### src/rtl/lpm_ctrl.sv
module lpm_ctrl (
  input  logic       clk,
  input  logic       rst_n,
  input  logic       sleep_req,
  input  logic       stby_sel,
  input  logic       deep_sel,
  input  logic       irq_pend,
  output logic [1:0] pm_state,
  output logic       core_clk_en,
  output logic       tmr_ser_clk_en,
  output logic       dma_clk_en
);
  localparam logic [1:0] ST_RUN  = 2'd0;
  localparam logic [1:0] ST_SLP  = 2'd1;
  localparam logic [1:0] ST_DEEP = 2'd2;
  localparam logic [1:0] ST_STBY = 2'd3;

  logic [1:0] st_q, st_d, pick;

  assign pick = stby_sel ? ST_STBY : (deep_sel ? ST_DEEP : ST_SLP);

  always_comb begin
    st_d = st_q;
    if (st_q == ST_RUN) begin
      if (sleep_req && !irq_pend) st_d = pick;
    end else if (irq_pend) begin
      st_d = ST_RUN;
    end
  end

  always_ff @(posedge clk or negedge rst_n)
    if (!rst_n) st_q <= ST_RUN;
    else        st_q <= st_d;

  assign pm_state       = st_q;
  assign core_clk_en    = (st_q == ST_RUN);
  assign tmr_ser_clk_en = (st_q != ST_STBY);
  assign dma_clk_en     = (st_q == ST_RUN) || (st_q == ST_SLP);
endmodule

### config.mk
export PLATFORM = sky130hd
export DESIGN_NAME = lpm_ctrl
export DESIGN_NICKNAME = d
export VERILOG_FILES = /design/src/rtl/lpm_ctrl.sv
export SDC_FILE = /design/constraint.sdc
export NUM_CORES = 1
export LEC_CHECK = 0
export CAP_MARGIN = 5
export CELL_PAD_IN_SITES_DETAIL_PLACEMENT = 1
export CELL_PAD_IN_SITES_GLOBAL_PLACEMENT = 2
export CORE_AREA = 2 2 39 41
export DETAILED_ROUTE_END_ITERATION = 8
export DIE_AREA = 0 0 41 43
export DONT_BUFFER_PORTS = 1
export GPL_TIMING_DRIVEN = 0
export PLACE_DENSITY = 0.3
export SKIP_LAST_GASP = 1
export SLEW_MARGIN = 10
export SYNTH_ARGS = -nofsm -noshare
export SYNTH_HDL_FRONTEND = slang
export SYNTH_SLANG_ARGS = --single-unit
### constraint.sdc
create_clock -name clk -period 0.85 [get_ports clk]
set_clock_uncertainty 0.05 [all_clocks]
set_input_delay 0.2125 -clock clk [delete_from_list [all_inputs] [get_ports clk]]
set_output_delay 0.2125 -clock clk [all_outputs]
set_load 0.05 [all_outputs]
==> impl_metrics.tcl, run 1 <==
set metrics [dict create \
    status "complete, but fails checks" \
    violations "negative setup slack" \
    routed-wl-met3_um 37 \
    synth_seq_cells 2 \
    finalCritPeriodShare_pct 160 \
    most-common-layout-cells "sky130_fd_sc_hd__clkbuf_4 (3), sky130_fd_sc_hd__dlygate4sd3_1 (2), sky130_fd_sc_hd__dfrtp_2 (2)" \
    total_length_of_routed_met2_wires_um 134 \
    layout_overhead_on_the_synthesized_area_pct 75.6 \
    finish.cell_count_without_fillers 32 \
    critical-path-max-stage-delay_ns 0.53 \
    multi_input_area_um2 51.3 \
    placed_cells_incl_taps 27 \
    place_congestion 0.509 \
    timing.slew.headroom_pct 75.3 \
    worst_skew_pair.late_latency_ns 0.22 \
    synth.lib_cells_used.distinct 9 \
    grt_setup_unrepaired "yes" \
    ioPinCount 11 \
    postRouteWirelength_um 290 \
    groute.usage.overall_pct 5.72 \
    grt_max_degree 5 \
    finalPower_mw 0.441 \
    worstRegToRegCells 3 \
    antenna_violations_before_repair 0 \
    first_global_vias 132 \
    seq_area_frac_synth_pct 48.8 \
    static_leakage_nw 0.0685 \
    worstHoldPathType "in -> reg" \
    most_frequent_standard_cell_in_the_layout_excluding_fill_and_tap_cells "sky130_fd_sc_hd__clkbuf_4" \
    netlist_instances 11 \
    drc 0 \
    drt-pass1-iter-count 2 \
    initial_core_util_pct 7.41 \
    drt.antenna.violating_nets 0 \
    synthDominantAreaCellType "sky130_fd_sc_hd__dfrtp_1" \
    ctsLongestPathBuffers 2 \
    crit_type "reg -> out" \
    std_cell_rows 14 \
    cts.htree.levels 1 \
    critical_path_arrival_ns 1.09 \
    first_pass_grt_wire_length_um 538 \
    largest_register_ff_count 2 \
    via_count 104 \
    irDropWorstVdd_uv 478 \
    synth_fp_nets 17 \
    worstSetupStartpointType "flop" \
    maxCapViolations 0 \
    crit_required_ns 0.59 \
    fp.dieArea_um2 1760 \
    clk_root_buffer_cell "sky130_fd_sc_hd__clkbuf_4" \
    ff2ff_setup_slack_ns -0.30 \
    syn-cell-area_um2 103 \
    n_antenna_cell 0 \
    netlist.area_leader.share_pct 48.8 \
    yosys-top-cells-area "sky130_fd_sc_hd__dfrtp_1 (49%), sky130_fd_sc_hd__o211ai_2 (12%), sky130_fd_sc_hd__a21oi_2 (8.5%), sky130_fd_sc_hd__inv_2 (7.3%), sky130_fd_sc_hd__o211ai_1 (7.3%)" \
    report.final.hold_viol_count 0 \
    drv_slew 0 \
    viasPerCell 3.25 \
    period_needed_ns 1.36 \
    postCtsResizedCells 0 \
    worstHoldEndpoint "pm_state[0]" \
    worst_hold_startpoint "sleep_req" \
    synth_area_per_inst_um2 9.33 \
    seq_area_um2 52.6 \
    placement.io_buffers 0 \
    crit_path_end_kind "primary output" \
    max_slew.worst_pin.slew_ns 0.371 \
    fmaxAchievable_mhz 737 \
    cts-buffers-inserted 3 \
    grt.overflow.total 0 \
    coreArea_um2 1380 \
    routed_len_inst_um 9.06 \
    drt_first_iter_violations 1 \
    wirelength_met1_um 119 \
    floorplan.die.width_um 41 \
    critical_path.reg2reg.endpoint "pm_state[0]" \
    drive_gt1_share_pct 68.8 \
    clk_transition_reported_paths_ns 0.03 \
    fill_cells 167 \
    tritoncts "yes" \
    power-per-cell-area_nw_per_um2 2450 \
    fp.dieH_um 43 \
    routed.top_layer "met3" \
    timing.critical_path.fanout_max 4 \
    worst-path-buf-inv 0 \
    critical-path-top-delay-family "flip-flops" \
    design.final.nets 24 \
    min_path_cells 2 \
    ys.warnings.count 0 \
    crit_path_cell_trace "nor2_4" \
    cts_setup_buffers 0 \
    final_critical_path_setup_slack_ns -0.506 \
    clock-sinks 2 \
    critPathSlowestCell "sky130_fd_sc_hd__dfrtp_2" \
    r2r_start "pm_state[1]" \
    setup-violations-final 7 \
]
-- cells in the mapped netlist, drive strengths merged --
| library cell | count |
|---|---|
| inv | 3 |
| a21oi | 2 |
| dfrtp | 2 |
| o211ai | 2 |
| nand2 | 1 |
| nor2 | 1 |
-- metrics by stage --
stage / setup TNS, ns / util [%] / hold slack, ns / area [um^2] / setup WS, ns
final: -2.30 / 13.0 / 0.0818 / 180 / -0.506
after detailed placement: -1.22 / 9.95 / -0.133 / 138 / -0.301
after global routing: -2.73 / 13.0 / 0.0800 / 180 / -0.564
after floorplan: -1.02 / - / -0.133 / 118 / -0.264
after global placement: -1.20 / 9.95 / -0.133 / 138 / -0.295
after CTS: -2.41 / 13.0 / 0.0772 / 180 / -0.522
-- final cells by class --
cell class              count  share of cell area, %
inverters                   3                   7.64
flip-flops and latches      2                   29.2
multi-input cells           6                   28.5
well taps                  16                   11.1
repair buffers              2                   11.1
clock buffers               3                   12.5
-- cell families (layout without fill, tap and decap cells) --
| logic type | after synthesis | in the layout | synth area share, % |
|---|---|---|---|
| buf+inv | 3 | 8 | 11.0 |
| flops | 2 | 2 | 48.8 |
| simple gates | 2 | 2 | 7.31 |
| compound gates | 4 | 4 | 32.9 |
-- layer usage --
metal	GRT usage (%)	up-vias
met1	6.75	47
met3	3.14	0
met4	10.0	0
met2	4.69	9
met5	0	-
li1	-	48
-- where the power goes --
group | leakage (nW) | switching [mW] | internal (mW) | total (mW)
combinational | 0.0315 | 0.0623 | 0.0226 | 0.0849
sequential | 0.0233 | 0.0464 | 0.105 | 0.151
clock | 0.0138 | 0.0492 | 0.155 | 0.205
total | 0.0685 | 0.158 | 0.283 | 0.441
-- timing repair --
item / CTS / global route
setup endpoints to repair: 7 / 7
hold buffers: 2 / 0
hold endpoints to repair: 4 / 0
-- worst max path at each step --
| stage | start | slack (ns) | depth (start not counted) | end |
|---|---|---|---|---|
| floorplan | pm_state[0] | -0.26 | 1 | core_clk_en |
| global placement | pm_state[1] | -0.29 | 3 | pm_state[0] |
| detailed placement | pm_state[1] | -0.30 | 3 | pm_state[0] |
| CTS | pm_state[0] | -0.52 | 1 | core_clk_en |
| global route | pm_state[0] | -0.56 | 1 | core_clk_en |
| finish | pm_state[0] | -0.51 | 1 | core_clk_en |
Power figures use the tool's default switching activity.
==> inputs of run 2 (changes only) <==
==> constraint.sdc (replaced) <==
create_clock -name clk -period 1.4 [get_ports clk]
set_clock_uncertainty 0.05 [all_clocks]
set_input_delay 0.35 -clock clk [delete_from_list [all_inputs] [get_ports clk]]
set_output_delay 0.35 -clock clk [all_outputs]
set_load 0.05 [all_outputs]
==> impl_metrics.tcl, run 2 (synthesis results as in run 1) <==
set metrics [dict create \
    clock-sinks 2 \
    power.switching_mw 0.100 \
    worstSetupStartpointType "flop" \
    critical-path-top-delay-family "flip-flops" \
    grt_setup_unrepaired "yes" \
    met2_usage_pct 3.13 \
    cts-buffers-inserted 3 \
    maxCapViolations 0 \
    fill_cells 164 \
    grt_util_met3_pct 3.14 \
    combinationalPowerShare_pct 17.8 \
    drt_first_iter_violations 4 \
    clk_transition_reported_paths_ns 0.03 \
    postLayoutCellArea_um2 170 \
    layout_overhead_on_the_synthesized_area_pct 65.9 \
    seq_area_um2 55.1 \
    power.sequential.fraction_pct 34.0 \
    report.final.hold_viol_count 0 \
    tritoncts "yes" \
    worst_skew_pair.late_latency_ns 0.23 \
    postRouteWirelength_um 315 \
    routed_len_inst_um 10.2 \
    violations "negative setup slack" \
    final_critical_path_setup_slack_ns -0.104 \
    via_count 102 \
    finalCritPeriodShare_pct 107 \
    place_congestion 0.586 \
    fmaxAchievable_mhz 665 \
    status "complete, but fails checks" \
    irDropWorstVdd_uv 241 \
    initial_core_util_pct 7.41 \
    drc 0 \
    placement.io_buffers 0 \
    cts.htree.levels 1 \
    placement_cell_area_um2 125 \
    place.detailed.hpwl_um 218 \
    floorplan.die.width_um 41 \
    most-common-layout-cells "sky130_fd_sc_hd__clkbuf_4 (3), sky130_fd_sc_hd__inv_2 (2)" \
    n_antenna_cell 0 \
    design.final.nets 23 \
    crit_type "reg -> out" \
    critical_path.reg2reg.endpoint "pm_state[0]" \
    clk_root_buffer_cell "sky130_fd_sc_hd__clkbuf_4" \
    crit_path_end_kind "primary output" \
    first_global_vias 115 \
    power_switching_share_pct 37.0 \
    viasPerCell 3.29 \
    setup-violations-final 3 \
    timing.critical_path.fanout_max 4 \
    std_cell_rows 14 \
    drive_gt1_share_pct 73.3 \
    internal_power_mw 0.171 \
    grt_max_degree 5 \
    worst_hold_startpoint "irq_pend" \
    grt.overflow.total 0 \
    drv_slew 0 \
    max_slew.worst_pin.slew_ns 0.346 \
    timing.slew.headroom_pct 77.0 \
    min_path_cells 1 \
    antenna_violations_before_repair 0 \
    fp.dieArea_um2 1760 \
    worstRegToRegCells 3 \
    largest_register_ff_count 2 \
    coreArea_um2 1380 \
    most_frequent_standard_cell_in_the_layout_excluding_fill_and_tap_cells "sky130_fd_sc_hd__clkbuf_4" \
    crit_required_ns 1.00 \
    ff2ff_setup_slack_ns 0.16 \
    gr-usage-met1_pct 6.43 \
    place_worst_setup_slack_ns -0.146 \
    worst-path-buf-inv 0 \
    critical-path-max-stage-delay_ns 0.53 \
    power-per-cell-area_nw_per_um2 1600 \
    worstHoldPathType "in -> reg" \
    drt-pass1-iter-count 3 \
    period_needed_ns 1.50 \
    ctsLongestPathBuffers 2 \
    r2r_start "pm_state[1]" \
    worstHoldEndpoint "pm_state[0]" \
    crit_path_cell_trace "nor2_4" \
    ioPinCount 11 \
    critical_path_arrival_ns 1.10 \
    drt.antenna.violating_nets 0 \
    finish.cell_count_without_fillers 31 \
    grt.busiest_layer "met4" \
    fp.dieH_um 43 \
    static_leakage_nw 0.0636 \
    groute.usage.overall_pct 5.72 \
    multi_input_area_um2 51.3 \
    first_pass_grt_wire_length_um 469 \
    critPathSlowestCell "sky130_fd_sc_hd__dfrtp_2" \
    placed_cells_incl_taps 27 \
    power.clock.fraction_pct 48.2 \
]
## run 2: how the worst max path moves through the flow
| stage | cells after the start | start | end |
|---|---|---|---|
| 6_report | 1 | pm_state[1] | core_clk_en |
| 5_1_grt | 1 | pm_state[1] | core_clk_en |
| 4_1_cts | 1 | pm_state[1] | core_clk_en |
| 3_5_place_dp | 1 | pm_state[0] | tmr_ser_clk_en |
| 3_3_place_gp | 1 | pm_state[1] | tmr_ser_clk_en |
| 2_1_floorplan | 1 | pm_state[1] | tmr_ser_clk_en |
## run 2: what timing repair did
| action | CTS | global route |
|---|---|---|
| hold endpoints to repair | 2 | 0 |
| setup buffers | 0 | 0 |
| gates resized for setup | 4 | 1 |
| hold buffers | 1 | 0 |
| endpoints found under the setup margin | 3 | 3 |
| pin swaps | 0 | 0 |
## run 2: per-layer routing
layer,share of wire [%],wire length (um)
met5,0,0
met4,12,38
met2,28,88
met1,42,131
met3,18,57
## run 2: cell type report
cell class              instances  area share [%]
flip-flops and latches          2            32.4
multi-input cells               6            30.1
clock buffers                   3            13.2
well taps                      16            11.8
inverters                       3            6.62
repair buffers                  1            5.88
## run 2: stage by stage
| stage | utilization [%] | power, mW | setup TNS (ns) | hold slack (ns) |
|---|---|---|---|---|
| CTS | 12.1 | 0.279 | -0.247 | 0.117 |
| floorplan | - | 0.128 | -0.202 | 0.00441 |
| detailed placement | 9.04 | 0.132 | -0.273 | 0.00448 |
| global placement | 9.04 | 0.133 | -0.274 | 0.00449 |
| global route | 12.3 | 0.296 | -0.336 | 0.109 |
| finish | 12.3 | 0.272 | -0.218 | 0.124 |
## run 2: power by group through the flow
stage,logic (mW),registers (mW),clock network [mW]
global placement,0.0447,0.0879,0
detailed placement,0.0437,0.0882,0
global route,0.0513,0.0936,0.151
finish,0.0483,0.0924,0.131
floorplan,0.0411,0.0865,0
CTS,0.0485,0.0911,0.140
==> inputs of run 3 (changes only) <==
==> constraint.sdc (replaced) <==
create_clock -name clk -period 1.4 [get_ports clk]
set_clock_uncertainty 0.05 [all_clocks]
set_input_delay 0 -clock clk [delete_from_list [all_inputs] [get_ports clk]]
set_output_delay 0 -clock clk [all_outputs]
set_load 0.05 [all_outputs]
==> impl_metrics.tcl, run 3 (synthesis results as in run 1) <==
set metrics [dict create \
    worst_skew_pair.late_latency_ns 0.22 \
    maxCapViolations 0 \
    crit_required_ns 1.35 \
    timing.critical_path.fanout_max 4 \
    drt.antenna.violating_nets 0 \
    ctsLongestPathBuffers 2 \
    placed_cells_incl_taps 27 \
    fp.dieArea_um2 1760 \
    fmaxAchievable_mhz 716 \
    finalCritPeriodShare_pct 99.8 \
    first_pass_grt_wire_length_um 558 \
    drc 0 \
    drt_first_iter_violations 3 \
    std_cell_rows 14 \
    fp.dieH_um 43 \
    crit_path_end_kind "primary output" \
    power-per-cell-area_nw_per_um2 1350 \
    routed_len_inst_um 9.91 \
    most_frequent_standard_cell_in_the_layout_excluding_fill_and_tap_cells "sky130_fd_sc_hd__dlygate4sd3_1" \
    clk_root_buffer_cell "sky130_fd_sc_hd__clkbuf_4" \
    grt_max_degree 5 \
    coreArea_um2 1380 \
    grt.overflow.total 0 \
    critical-path-top-delay-family "flip-flops" \
    place_congestion 0.559 \
    cts.htree.levels 1 \
    worst-path-buf-inv 0 \
    design.final.nets 27 \
    status "finished clean" \
    max_slew.worst_pin.slew_ns 0.585 \
    place_worst_setup_slack_ns 0.00534 \
    setup-violations-final 0 \
    drive_gt1_share_pct 52.6 \
    final_critical_path_setup_slack_ns 0.00298 \
    via_count 114 \
    setup_tns_ns 0 \
    ff2ff_setup_slack_ns 0.17 \
    layout_overhead_on_the_synthesized_area_pct 96.3 \
    drt-pass1-iter-count 2 \
    timing.slew.headroom_pct 61.0 \
    period_needed_ns 1.40 \
    ioPinCount 11 \
    n_antenna_cell 0 \
    tritoncts "yes" \
    report.final.hold_viol_count 0 \
    critPathSlowestCell "sky130_fd_sc_hd__dfrtp_1" \
    clk_transition_reported_paths_ns 0.03 \
    worstHoldPathType "in -> reg" \
    floorplan.die.width_um 41 \
    drv_slew 0 \
    initial_core_util_pct 7.41 \
    clock-sinks 2 \
    critical_path_arrival_ns 1.35 \
    static_leakage_nw 0.0803 \
    postRouteWirelength_um 347 \
    most-common-layout-cells "sky130_fd_sc_hd__dlygate4sd3_1 (5), sky130_fd_sc_hd__clkbuf_4 (3), sky130_fd_sc_hd__inv_2 (2)" \
    critical-path-max-stage-delay_ns 0.59 \
    largest_register_ff_count 2 \
    viasPerCell 3.26 \
    worstSetupStartpointType "flop" \
    finish.cell_count_without_fillers 35 \
    cts-buffers-inserted 3 \
    irDropWorstVdd_uv 237 \
    crit_type "reg -> out" \
    crit_path_cell_trace "nor2_2" \
    antenna_violations_before_repair 0 \
    groute.usage.overall_pct 5.82 \
    placement.io_buffers 0 \
    hold_slack_ns 0.0267 \
    grt_setup_unrepaired "yes" \
    first_global_vias 135 \
    place.detailed.hpwl_um 233 \
]
[run 3: cell count changes in the layout (fill, tap and decap cells not counted)]
cell                            before  now
sky130_fd_sc_hd__dfrtp_4             1    0
sky130_fd_sc_hd__dfrtp_1             0    1
sky130_fd_sc_hd__nor2_4              1    0
sky130_fd_sc_hd__dlygate4sd3_1       1    5
sky130_fd_sc_hd__nor2_2              0    1
[run 3: metrics by stage]
step | instance area, um^2 | total power [mW] | utilization (%)
after floorplan | 103 | 0.126 | -
after global placement | 123 | 0.130 | 8.86
after detailed placement | 123 | 0.131 | 8.86
after CTS | 200 | 0.282 | 14.5
after global routing | 201 | 0.297 | 14.6
final | 201 | 0.272 | 14.6
[run 3: what timing repair did]
action	CTS	global route
setup buffers	0	0
setup endpoints to repair	2	3
gates resized for setup	2	1
hold buffers	5	0
endpoints found under the hold margin	4	0
[run 3: cell type report]
type                            instances  area [um^2]
Fill cell                             155         1180
Timing Repair Buffer                    5         50.0
Sequential cell                         2         51.3
Tap cell                               16         20.0
Multi-Input combinational cell          6         46.3
Inverter                                3         11.3
Clock buffer                            3         22.5
[run 3: path summary, 6_finish.rpt]
kind | start | end | depth (start not counted)
worst max-delay path | pm_state[0] | core_clk_en | 1
worst min-delay path | deep_sel | pm_state[0] | 3
worst max register to register | pm_state[1] | pm_state[0] | 3
worst min register to register | pm_state[0] | pm_state[0] | 2
max in group asynchronous | rst_n | pm_state[1] | 2
min in group asynchronous | rst_n | pm_state[0] | 2
[run 3: per-layer routing]
metal / up-vias / GRT usage [%] / wire length (um)
li1: 52 / - / -
met1: 51 / 6.11 / 151
met2: 11 / 6.56 / 151
met3: 0 / 4.71 / 44
met4: 0 / 6.00 / 0
met5: - / 0 / 0
[run 3: where the power goes]
part / switching, mW / internal [mW]
logic: 0.0414 / 0.0174
clock network: 0.0300 / 0.0943
registers: 0.0254 / 0.0632
